--- config.mk ---
export PLATFORM = sky130hd
export DESIGN_NAME = pin_event_irq
export DESIGN_NICKNAME = d
export VERILOG_FILES = /design/src/rtl/pin_irq_pkg.sv /design/src/rtl/pin_sync.sv /design/src/rtl/pin_select.sv /design/src/rtl/pin_event_detect.sv /design/src/rtl/pin_event_irq.sv
export SDC_FILE = /design/constraint.sdc
export NUM_CORES = 1
export LEC_CHECK = 0
export ABC_AREA = 1
export BUFFER_PORTS_ARGS = -buffer_cell sky130_fd_sc_hd__buf_4
export CAP_MARGIN = 10
export CORE_MARGIN = 8
export CORE_UTILIZATION = 40
export CTS_CLUSTER_SIZE = 30
export DETAILED_ROUTE_END_ITERATION = 10
export PLACE_DENSITY = 0.69
export SLEW_MARGIN = 10
export SYNTH_ARGS = -nofsm -noshare
export SYNTH_HDL_FRONTEND = slang
export SYNTH_SLANG_ARGS = --single-unit
--- constraint.sdc ---
create_clock -name clk_i -period 5.2 [get_ports clk_i]
set_input_delay 0.52 -clock clk_i [delete_from_list [all_inputs] [get_ports clk_i]]
set_output_delay 0.52 -clock clk_i [all_outputs]
set_load 0.005 [all_outputs]
--- src/rtl/pin_irq_pkg.sv ---
package pin_irq_pkg;
  localparam int unsigned DATA_W = 32;
  localparam int unsigned FLD_W  = 4;
  // control register bit positions
  localparam int unsigned C_HI   = 0;
  localparam int unsigned C_LO   = 1;
  localparam int unsigned C_RISE = 2;
  localparam int unsigned C_FALL = 3;
  localparam int unsigned C_MASK = 4;
  localparam int unsigned C_PIN  = 8;
  localparam int unsigned C_PORT = 12;
  // status register bit positions
  localparam int unsigned S_IRQ  = 0;
  localparam int unsigned S_RISE = 1;
  localparam int unsigned S_FALL = 2;
  localparam int unsigned S_MSET = 3;
  localparam int unsigned S_MCLR = 4;

  typedef struct packed {
    logic [FLD_W-1:0] port;
    logic [FLD_W-1:0] pin;
    logic             fall_en;
    logic             rise_en;
    logic             lo_en;
    logic             hi_en;
  } ctrl_t;
endpackage

--- src/rtl/pin_sync.sv ---
module pin_sync #(
  parameter int unsigned WIDTH  = 32,
  parameter int unsigned STAGES = 2
) (
  input  logic             clk_i,
  input  logic             rst_ni,
  input  logic [WIDTH-1:0] d_i,
  output logic [WIDTH-1:0] q_o
);
  logic [WIDTH-1:0] stg_q [STAGES];

  for (genvar s = 0; s < STAGES; s++) begin : g_stage
    always_ff @(posedge clk_i or negedge rst_ni) begin
      if (!rst_ni) stg_q[s] <= '0;
      else if (s == 0) stg_q[s] <= d_i;
      else stg_q[s] <= stg_q[(s == 0) ? 0 : s-1];
    end
  end

  assign q_o = stg_q[STAGES-1];
endmodule

--- src/rtl/pin_select.sv ---
module pin_select #(
  parameter int unsigned NUM_PORTS = 2,
  parameter int unsigned PINS      = 16,
  parameter int unsigned FLD_W     = 4
) (
  input  logic [NUM_PORTS*PINS-1:0] bus_i,
  input  logic [FLD_W-1:0]          port_i,
  input  logic [FLD_W-1:0]          pin_i,
  output logic                      pin_o
);
  localparam int unsigned TOTAL = NUM_PORTS * PINS;

  always_comb begin
    pin_o = 1'b0;
    for (int i = 0; i < TOTAL; i++) begin
      if ((32'(port_i) == i / PINS) && (32'(pin_i) == i % PINS)) pin_o = bus_i[i];
    end
  end
endmodule

--- src/rtl/pin_event_detect.sv ---
module pin_event_detect (
  input  logic clk_i,
  input  logic rst_ni,
  input  logic pin_i,
  input  logic hi_en_i,
  input  logic lo_en_i,
  input  logic rise_en_i,
  input  logic fall_en_i,
  output logic rise_ev_o,
  output logic fall_ev_o,
  output logic hit_o
);
  logic prev_q;

  always_ff @(posedge clk_i or negedge rst_ni) begin
    if (!rst_ni) prev_q <= 1'b0;
    else prev_q <= pin_i;
  end

  assign rise_ev_o = rise_en_i & pin_i & ~prev_q;
  assign fall_ev_o = fall_en_i & ~pin_i & prev_q;
  assign hit_o = (hi_en_i & pin_i) | (lo_en_i & ~pin_i) | rise_ev_o | fall_ev_o;
endmodule

--- src/rtl/pin_event_irq.sv ---
module pin_event_irq
  import pin_irq_pkg::*;
#(
  parameter int unsigned NUM_PORTS   = 2,
  parameter int unsigned PINS        = 16,
  parameter int unsigned SYNC_STAGES = 2
) (
  input  logic                      clk_i,
  input  logic                      rst_ni,
  input  logic                      we_i,
  input  logic                      addr_i,
  input  logic [DATA_W-1:0]         wdata_i,
  output logic [DATA_W-1:0]         rdata_o,
  input  logic [NUM_PORTS*PINS-1:0] pins_i,
  output logic                      irq_o
);
  localparam int unsigned BUS_W = NUM_PORTS * PINS;

  ctrl_t ctrl_q;
  logic mask_q, irq_st_q, rise_st_q, fall_st_q;
  logic [BUS_W-1:0] sync_bus;
  logic sel_pin, rise_ev, fall_ev, hit;
  logic wr_ctrl, wr_stat;
  logic unused_wdata;

  assign wr_ctrl = we_i & ~addr_i;
  assign wr_stat = we_i & addr_i;
  assign unused_wdata = ^{wdata_i[DATA_W-1:16], wdata_i[7:4]};

  pin_sync #(.WIDTH(BUS_W), .STAGES(SYNC_STAGES)) u_sync (
    .clk_i(clk_i), .rst_ni(rst_ni), .d_i(pins_i), .q_o(sync_bus)
  );

  pin_select #(.NUM_PORTS(NUM_PORTS), .PINS(PINS), .FLD_W(FLD_W)) u_sel (
    .bus_i(sync_bus), .port_i(ctrl_q.port), .pin_i(ctrl_q.pin), .pin_o(sel_pin)
  );

  pin_event_detect u_det (
    .clk_i(clk_i), .rst_ni(rst_ni), .pin_i(sel_pin),
    .hi_en_i(ctrl_q.hi_en), .lo_en_i(ctrl_q.lo_en),
    .rise_en_i(ctrl_q.rise_en), .fall_en_i(ctrl_q.fall_en),
    .rise_ev_o(rise_ev), .fall_ev_o(fall_ev), .hit_o(hit)
  );

  always_ff @(posedge clk_i or negedge rst_ni) begin
    if (!rst_ni) begin
      ctrl_q <= '0;
    end else if (wr_ctrl) begin
      ctrl_q.port    <= wdata_i[C_PORT +: FLD_W];
      ctrl_q.pin     <= wdata_i[C_PIN +: FLD_W];
      ctrl_q.fall_en <= wdata_i[C_FALL];
      ctrl_q.rise_en <= wdata_i[C_RISE];
      ctrl_q.lo_en   <= wdata_i[C_LO];
      ctrl_q.hi_en   <= wdata_i[C_HI];
    end
  end

  // hardware set has priority over software clear
  always_ff @(posedge clk_i or negedge rst_ni) begin
    if (!rst_ni) begin
      irq_st_q  <= 1'b0;
      rise_st_q <= 1'b0;
      fall_st_q <= 1'b0;
      mask_q    <= 1'b0;
    end else begin
      irq_st_q  <= hit | (irq_st_q & ~(wr_stat & wdata_i[S_IRQ]));
      rise_st_q <= rise_ev |
                   (rise_st_q & ~(wr_stat & (wdata_i[S_RISE] | wdata_i[S_IRQ])));
      fall_st_q <= fall_ev |
                   (fall_st_q & ~(wr_stat & (wdata_i[S_FALL] | wdata_i[S_IRQ])));
      if (wr_stat && wdata_i[S_MCLR]) mask_q <= 1'b0;
      else if (wr_stat && wdata_i[S_MSET]) mask_q <= 1'b1;
    end
  end

  always_comb begin
    rdata_o = '0;
    if (addr_i) begin
      rdata_o[S_IRQ]  = irq_st_q;
      rdata_o[S_RISE] = rise_st_q;
      rdata_o[S_FALL] = fall_st_q;
    end else begin
      rdata_o[C_PORT +: FLD_W] = ctrl_q.port;
      rdata_o[C_PIN +: FLD_W]  = ctrl_q.pin;
      rdata_o[C_MASK] = mask_q;
      rdata_o[C_FALL] = ctrl_q.fall_en;
      rdata_o[C_RISE] = ctrl_q.rise_en;
      rdata_o[C_LO]   = ctrl_q.lo_en;
      rdata_o[C_HI]   = ctrl_q.hi_en;
    end
  end

  assign irq_o = irq_st_q & mask_q;
endmodule

Word level (Yosys, flattened, before mapping):

Cells that the tools add are included.

* bitwise operators: 29
* equal/unequal tests: 16
* reductions and logical operators: 37
* multiplexer cells: 37

Operators by type and width (count)
* logical AND 1 bit: 34
* 2-to-1 mux 1 bit: 34
* equality test 4 bit, second input constant: 8
* equality test 4 x 3 -> 1 bit, second input constant: 4
* AND 1 bit: 15
* equality test 4 x 1 -> 1 bit, second input constant: 2
* equality test 4 x 2 -> 1 bit, second input constant: 2
* logical NOT 4 bit: 2
* 2-to-1 mux 8 bit: 1
* bitwise OR 1 bit: 8
* NOT 1 bit: 6
* 2-to-1 mux 3 bit: 1
* 2-to-1 mux 2 bit: 1
* nonzero test 2 bit: 1

* output and inout port bits: 33
* input port bits: 68
* word-level logic and storage cells: 132
* register bits: 81

Depth between registers and ports, before layout:

Gate-level depths: netlist of the first run.

* word-level depth: 40
* depth in mapped cells: 29
* mapped depth without buffers: 29

By module:

A second synthesis of the first run with hierarchy kept.

* cell total of the unflattened synthesis: 328
* area total of the unflattened synthesis: 3378.2 µm²

By module, submodules not included
* pin_sync: area an instance 1841.8 µm², cells an instance 96, sequential area each 1601.5 µm², instances 1
* pin_event_irq: area an instance 958.4 µm², cells an instance 129, sequential area each 400.4 µm², instances 1
* pin_select: area an instance 494.2 µm², cells an instance 90, sequential area each 0.0 µm², instances 1
* pin_event_detect: area an instance 83.8 µm², cells an instance 13, sequential area each 25.0 µm², instances 1

Least setup slack after synthesis of the first run:

No wires, ideal clock.

* path kind: reg-to-reg
* start: register ctrl_q[6] in the netlist's numbering
* end: register irq_st_q
* cell stages (with the launch flop): 27
* library setup time: 0.119 ns
* slack: 2.949 ns
* arrival: 2.132 ns
* period minus slack after synthesis: 2.251 ns
* path buffers: 0
* data required time: 5.081 ns
* path through: dfrtp_1 nor2_2 nand2_2 o21ai_2 inv_2 nand2_2 nand3_2 nand2_1 nand2_1 nand2_1 nand2_1 nand2_1 nand4_1 nand2_1 nand2_1 nand2_1 nand2_1 nand2_1 nand4_1 nand2_1 nand4_1 nand2_1 nand4_2 nand2_2 nand2_2 o21ai_1 nand2_1

* word-level cells in the longest chain between the ends: 40
* elaborated cells between the ends (all ways): 91
* those cells by class: 15 x eq/ne; 32 x mux; 11 x bitwise; 33 x reduce/logical

RTL lines
* start: declaration: RTL line pin_event_irq.sv:19 `ctrl_t ctrl_q;`
* logical NOT 4 bit: RTL line pin_select.sv:16 `if ((32'(port_i) == i / PINS) && (32'(pin_i) == i % PINS)) pin_o = bus_i[i];`
* logical AND 1 bit: RTL line pin_select.sv:16
* 2-to-1 mux 1 bit (31 in a row): RTL line pin_select.sv:16
* 2-to-1 mux 1 bit *: RTL line pin_select.sv:16
* via sel_pin: RTL line pin_event_irq.sv:22 `logic sel_pin, rise_ev, fall_ev, hit;`
* NOT 1 bit: RTL line pin_event_detect.sv:21, pin_event_detect.sv:22
* AND 1 bit: RTL line pin_event_detect.sv:22 `assign hit_o = (hi_en_i & pin_i) | (lo_en_i & ~pin_i) | rise_ev_o | fall_ev_o;`
* bitwise OR 1 bit (2 in a row): RTL line pin_event_detect.sv:22
* bitwise OR 1 bit *: RTL line pin_event_detect.sv:22
* bitwise OR 1 bit *: RTL line pin_event_irq.sv:66 `irq_st_q <= hit | (irq_st_q & ~(wr_stat & wdata_i[S_IRQ]));`
* end signal: assignment: RTL line pin_event_irq.sv:66
* end: declaration: RTL line pin_event_irq.sv:20 `logic mask_q, irq_st_q, rise_st_q, fall_st_q;`

Mark *: on every way through the listed nets, which the timed path passes. The rest lies on a longest branch.
A chain may end at the register's enable or synchronous reset.

Final worst setup path of the first run:

* start: register ctrl_q[11] in the netlist's numbering
* end: register irq_st_q

* word-level cells in the longest chain between the ends: 40
* elaborated cells between the ends (all ways): 77
* those cells by class: 1 x eq/ne; 32 x mux; 11 x bitwise; 33 x reduce/logical

RTL lines (RTL line)
* logical NOT 4 bit: pin_select.sv:16
* logical AND 1 bit: pin_select.sv:16
* 2-to-1 mux 1 bit (31 in a row): pin_select.sv:16
* 2-to-1 mux 1 bit *: pin_select.sv:16
* NOT 1 bit: pin_event_detect.sv:21, pin_event_detect.sv:22
* AND 1 bit: pin_event_detect.sv:22
* bitwise OR 1 bit (2 in a row): pin_event_detect.sv:22
* bitwise OR 1 bit *: pin_event_detect.sv:22
* bitwise OR 1 bit *: pin_event_irq.sv:66

Mark *: on every way between the ends. The rest lies on a longest branch, timed or not.

==> results of run 1 <==
==> power by group through the flow <==
| stage | Clock (W) | Sequential (W) | Combinational [W] |
|---|---|---|---|
| 6_report | 0.000490 | 0.000696 | 0.000152 |
| 5_1_grt | 0.000535 | 0.000701 | 0.000172 |
| 3_3_place_gp | 0 | 0.000707 | 0.000151 |
| 4_1_cts | 0.000506 | 0.000696 | 0.000155 |
| 3_5_place_dp | 0 | 0.000708 | 0.000154 |
| 2_1_floorplan | 0 | 0.000702 | 0.0000860 |
==> critical path: stages (launching register included) <==
cell	delay [ns]
dfrtp_1	0.38
nor2_1	0.18
inv_2	0.08
nor3_2	0.71
nand3_1	0.17
or2_2	0.32
nand2_1	0.06
nand2_1	0.04
nand2_1	0.05
nand4_1	0.07
nand2_1	0.09
nand4_1	0.09
nand2_1	0.10
nand4_2	0.09
nand2_2	0.11
a21oi_1	0.10
nor2_1	0.11
nand2_1	0.05
==> metal layers <==
metal | vias to the layer above | global-route usage, % | wire length [um]
li1 | 1020 | - | -
met1 | 953 | 13.7 | 2530
met2 | 91 | 17.1 | 2710
met3 | 14 | 5.33 | 487
met4 | 0 | 6.20 | 135
met5 | - | 0 | 0
==> synth_stat cells, types with 2 or more instances <==
| library cell | number |
|---|---|
| nand4_1 | 18 |
| dfrtp_1 | 81 |
| nor2_2 | 3 |
| inv_1 | 32 |
| clkbuf_1 | 3 |
| nor2_4 | 3 |
| o211ai_1 | 2 |
| a21oi_1 | 13 |
| nor2_1 | 23 |
| o21ai_2 | 2 |
| nand3_1 | 9 |
| buf_4 | 19 |
| inv_2 | 8 |
| nand3b_1 | 4 |
| nand2_2 | 7 |
| o21ai_1 | 2 |
| or2_2 | 2 |
| nand2_1 | 38 |
| o21ai_0 | 11 |
==> worst min path at each step <==
stage	endpoint	cells after the start
after global placement	u_sync.q_o[27]	0
after CTS	u_sync.stg_q[63]	1
after global routing	u_sync.stg_q[63]	1
after floorplan	ctrl_q[0]	0
after detailed placement	u_sync.q_o[13]	0
final	u_sync.stg_q[63]	1
==> per-stage QoR <==
step                hold slack (ns)  util [%]
floorplan                     0.224         -
global placement              0.335      47.3
detailed placement            0.335      47.3
CTS                           0.246      50.2
global route                  0.242      50.2
finish                        0.271      50.2
==> layout make-up <==
class	instances	area share (%)
Timing Repair Buffer	62	12.2
Clock buffer	10	3.34
Sequential cell	81	53.1
Multi-Input combinational cell	162	21.6
Tap cell	102	3.34
Inverter	41	4.06
Clock inverter	6	2.36
==> cells by family after synthesis <==
kind of cell,count (synthesis),synth area share [%]
AOI/OAI and AO/OA,32,5.81
and+or+nand+nor,111,18.5
DFF,81,65.4
buffers and inverters,64,10.1
other,1,0.121
==> flip-flops by register name (all words and copies together), names as in the netlist <==
signal,cells
ctrl_q,12
fall_st_q,1
irq_st_q,1
mask_q,1
rise_st_q,1
u_det.prev_q,1
u_sync.q_o,32
u_sync.stg_q,32
==> results by group, run 1 <==
Run status
  – Status: complete, no violations

Synthesis
  – Synth top area cells: dfrtp_1 65%, buf_4 4.6%, nand2_1 4.6%, inv_1 3.9%, nand4_1 3.6%
  – Syn Area/Cell: 10.7 um^2
  – Distinct cells, synth: 28
  – Mapped Cells: between 200 and 300
  – YS warnings: 0
  – Area fraction of the dominant cell type after synthesis: approximately two thirds
  – Async set-reset flop share out of synthesis: 100%
  – Largest area contributor in the netlist: dfrtp_1
  – Yosys reg bits: 81
  – Ys flop type: dfrtp_1
  – Post-synth EDFFs: 0
  – Sequential fraction of the synthesis area: about 65%
  – Area of the mapped netlist: 3100 um^2

CTS
  – Sinks on Clock Net: 81
  – Worst-Skew Late Latency: 0.35 ns
  – H-tree levels: 3
  – CTS root buffer: clkbuf_8
  – Post-CTS Repair Setup Buffers: 0
  – Hold-fix buffers, CTS: 0
  – CTS buffer count: 9
  – CTS resizes: 0
  – Clock slew at reported path FFs: 0.08 ns
  – Clk buf depth: 2
  – CTS tree: built

STA
  – Final worst slack: 2.31 ns
  – Finish-stage setup viols: 0
  – Fin crit period: around 2.9 ns
  – Fin Clk Skew: 0.00853 ns
  – Max-slew violations: 0
  – Setup TNS: 0 ns
  – RSZ-0062 raised after global routing: false
  – Slew HR: 37.6%
  – Worst Max-Slew Pin Slew: 0.930 ns
  – Crit share post-route: a little under three fifths
  – Final hold violation count: 0
  – Fmax: 346 MHz

Final layout
  – Fin area: 3820 um^2
  – # nets final: 425
  – Layout cells sized above 1: 29.8%
  – Cell Count, Final, Fillers Out: ~460
  – Area of the multi-input gates: 826 um^2
  – FF/Latch Area: 2030 um^2
  – Commonest non-fill, non-tap cells in the layout: 81 x dfrtp_1, 62 x buf_4, 38 x nand2_1, 32 x inv_1, 23 x nor2_1
  – N_diodes: 0
  – Most common cell after layout, fill and taps aside: dfrtp_1
  – Fill count: roughly 740
  – Area Growth Syn to Fin: 23.2%

Power
  – Sw Pwr: between 0.0003 and 0.0004 W
  – Tot Pwr: approximately 0.0013 W
  – Sequential share of power: 52.0%
  – Switching part of the total: 24.6%
  – PD cells: 350 nW/um^2
  – Lkg Pwr: 1.87 nW
  – VDD IR-drop max: between 200 and 250 uV
  – Clk pwr share: a little over a third
  – Pint: 0.00101 W
  – Logic pwr share: 11.4%

Detailed routing
  – DRC Markers: 0
  – Post-route ant nets: 0
  – Pre-Repair DR Iteration Count: 4
  – Drt total wl: 5870 um
  – Vias: 2078
  – Vias per std cell: approximately 4.5
  – Starting DRT DRC Count: 68
  – WL/cell: 12.6 um

Place
  – Place WS: 2.32 ns
  – Placed cell areas: 3600 um^2
  – Cell Count Post-Placement: 448
  – Port Buffer Count: 62
  – Post-DP HPWL: 4330 um
  – Final GP Congestion: approximately 0.86

Floorplan
  – Die Y: 104 um
  – Die area: 10800 um^2
  – Rows: 32
  – Initial Utilization: ~41%
  – Die width: ~100 um
  – Core Region: about 7600 um^2
  – # IOs: 101

Global routing
  – GRT Total Usage: 11.6%
  – Antenna violations before repair: 0
  – Grt total ovfl: 0
  – First-pass GRT wire length: around 10000 um
  – Vias in the first global route: 2134
  – Largest net degree at the start of global routing: 82

Worst setup path
  – CP arrival: approximately 3.1 ns
  – CP max FO: 16
  – Setup crit end: irq_st_q
  – Startpoint types: flop
  – Reg2Reg Depth: 17
  – Crit path from: ctrl_q[11]
  – CP Class: reg -> reg
  – Reg-to-reg endpoint: irq_st_q
  – Reg2reg start: ctrl_q[11]
  – CP Capture Type: flop
  – Reg2reg setup slack: 2.31 ns
  – CP required: about 5.5 ns

Worst hold path
  – Hold path start: pins_i[31]
  – Worst Hold Class: in -> reg

Flow run
  – Max cap viols: 0
Power figures use the tool's default switching activity.
==> inputs of run 2 (changes only) <==
--- a/config.mk
+++ b/config.mk
@@ -12,7 +12,7 @@
 export CORE_UTILIZATION = 40
 export CTS_CLUSTER_SIZE = 30
 export DETAILED_ROUTE_END_ITERATION = 10
-export PLACE_DENSITY = 0.69
+export PLACE_DENSITY = 0.72
 export SLEW_MARGIN = 10
 export SYNTH_ARGS = -nofsm -noshare
 export SYNTH_HDL_FRONTEND = slang
==> constraint.sdc (replaced) <==
create_clock -name clk_i -period 2.3 [get_ports clk_i]
set_input_delay 0.23 -clock clk_i [delete_from_list [all_inputs] [get_ports clk_i]]
set_output_delay 0.23 -clock clk_i [all_outputs]
set_load 0.005 [all_outputs]
==> run 2 against run 1 <==
  * Worst hold slack lost 0.24 ns
  * Register-to-register slack worse by 2.5 ns
  * Worst setup slack worse by 2.5 ns
  * Sequential power rose by 130%
  * The flow now finishes with violations (setup timing)
  * Non-clock buffer count is 58 higher
==> results by group, run 2 (synthesis results as in run 1) <==
Worst setup path
  – Reg2reg start: ctrl_q[4]
  – CP Class: reg -> reg
  – Reg-to-reg endpoint: irq_st_q
  – Reg2reg setup slack: -0.19 ns
  – CP max FO: 5
  – Reg2Reg Depth: 28
  – Startpoint types: flop
  – CP Capture Type: flop
  – CP arrival: 2.72 ns
  – CP peak stage delay: 0.46 ns
  – CP max stage cell: dfrtp_2
  – Cell mode on critical path: nand2_1
  – CP required: 2.53 ns

Floorplan
  – Initial Utilization: 40.7%
  – # IOs: 101
  – Die width: 104 um
  – Die Y: 104 um
  – Die area: roughly 11000 um^2
  – Rows: 32
  – Core Region: between 7000 and 8000 um^2

Place
  – Post-DP HPWL: 4640 um
  – Final GP Congestion: 0.887
  – Cell Count Post-Placement: 470
  – Port Buffer Count: 62
  – Placed cell areas: 3780 um^2

Final layout
  – Area Growth Syn to Fin: 39.6%
  – Fin util: about 57%
  – Commonest non-fill, non-tap cells in the layout: 86 x buf_4, 78 x dfrtp_1, 38 x nand2_1, 32 x inv_1, 32 x dlygate4sd3_1
  – # nets final: 483
  – Most common cell after layout, fill and taps aside: buf_4
  – Fin area: 4330 um^2
  – Cell Count, Final, Fillers Out: around 520
  – N_diodes: 0
  – Fill count: 647
  – Layout cells sized above 1: 33.3%

Run status
  – Status: complete, but fails checks
  – Failing checks: setup timing

Detailed routing
  – Vias per std cell: 4.48
  – DRC Markers: 0
  – Post-route ant nets: 0
  – Pre-Repair DR Iteration Count: 4
  – Drt total wl: 6630 um
  – WL/cell: approximately 13 um
  – Vias: 2339
  – Starting DRT DRC Count: 96

Flow run
  – Max cap viols: 0

CTS
  – Clock slew at reported path FFs: 0.08 ns
  – Sinks on Clock Net: 81
  – CTS tree: built
  – CTS buffer count: 9
  – H-tree levels: 3
  – Clk buf depth: 2
  – CTS root buffer: clkbuf_8
  – Worst-Skew Late Latency: 0.35 ns

Power
  – Tot Pwr: 0.00296 W
  – PD cells: 684 nW/um^2
  – Lkg Pwr: 2.11 nW
  – VDD IR-drop max: 548 uV

Global routing
  – Largest net degree at the start of global routing: 82
  – Antenna violations before repair: 0
  – Vias in the first global route: 2555
  – GRT Total Usage: 13.4%
  – First-pass GRT wire length: approximately 12000 um
  – Grt total ovfl: 0

STA
  – Final worst slack: -0.189 ns
  – Crit share post-route: 108%
  – Setup TNS: -0.495 ns
  – Finish-stage setup viols: 4
  – Fin Clk Skew: 0.0121 ns
  – Slew HR: 37.4%
  – Final hold violation count: 0
  – Fmax: around 400 MHz
  – Max-slew violations: 0
  – RSZ-0062 raised after global routing: true
  – Fin crit period: 2.49 ns
  – Worst Max-Slew Pin Slew: 0.939 ns

Worst hold path
  – Worst Hold Class: in -> async
==> run 2: cell types whose count changed in the layout (fill, tap and decap cells not counted), sizes merged <==
cell	before	now
buf	62	88
bufinv	2	0
clkbuf	10	9
clkinv	2	3
clkinvlp	1	2
dlygate4sd3	0	32
inv	42	43
==> run 2: worst max-delay path by stage <==
stage	start	endpoint	slack, ns	cells past startpoint
after floorplan	ctrl_q[6]	irq_st_q	0.05	26
after global placement	ctrl_q[5]	irq_st_q	-0.18	25
after detailed placement	ctrl_q[5]	irq_st_q	-0.20	25
after CTS	ctrl_q[7]	irq_st_q	-0.18	26
after global routing	ctrl_q[6]	irq_st_q	-0.48	27
final	ctrl_q[4]	irq_st_q	-0.19	28
==> run 2: where the power goes <==
part / internal, W / switching (W) / leakage (nW) / total, W
Sequential: 0.00152 / 0.0000556 / 0.941 / 0.00158
Combinational: 0.000242 / 0.000229 / 1.09 / 0.000470
Clock: 0.000399 / 0.000513 / 0.0864 / 0.000912
==> run 2: layout make-up <==
type                       instances  area [um^2]  area share (%)
clock inverter                     7         51.3            1.19
sequential                        81         2030            46.9
timing repair buffer             120          997            23.0
tap                              102          128            2.95
inverter                          41          155            3.58
clock buffer                       9          124            2.86
multi-input combinational        162          842            19.5
==> run 2: worst max-delay path, delay by kind of cell, from the launching register on <==
family | cells | cell delay, ns
and+or+nand+nor | 24 | 1.57
DFF | 1 | 0.46
AOI/OAI and AO/OA | 1 | 0.12
buffers and inverters | 3 | 0.22
==> run 2: per-stage QoR <==
stage | setup slack (ns) | hold WS [ns]
global route | -0.481 | 0.0896
global placement | -0.178 | 0.335
detailed placement | -0.200 | 0.335
finish | -0.189 | 0.0318
floorplan | 0.0490 | -0.0656
CTS | -0.180 | 0.0491
==> run 2: repair_timing <==
action / 4_1_cts / 5_1_grt
setup buffers: 1 / 3
endpoints found under the hold margin: 32 / 0
hold buffers: 32 / 0
resized for setup: 4 / 5
pin swaps: 0 / 4
endpoints found under the setup margin: 4 / 4
==> run 2: metal layers <==
metal  global-route usage, %  up-vias  wire length (um)
met5                       0        -                 0
met3                    5.64        7               510
met4                    4.03        0                74
met2                    22.5       95              3340
li1                        -     1135                 -
met1                    15.0     1102              2700
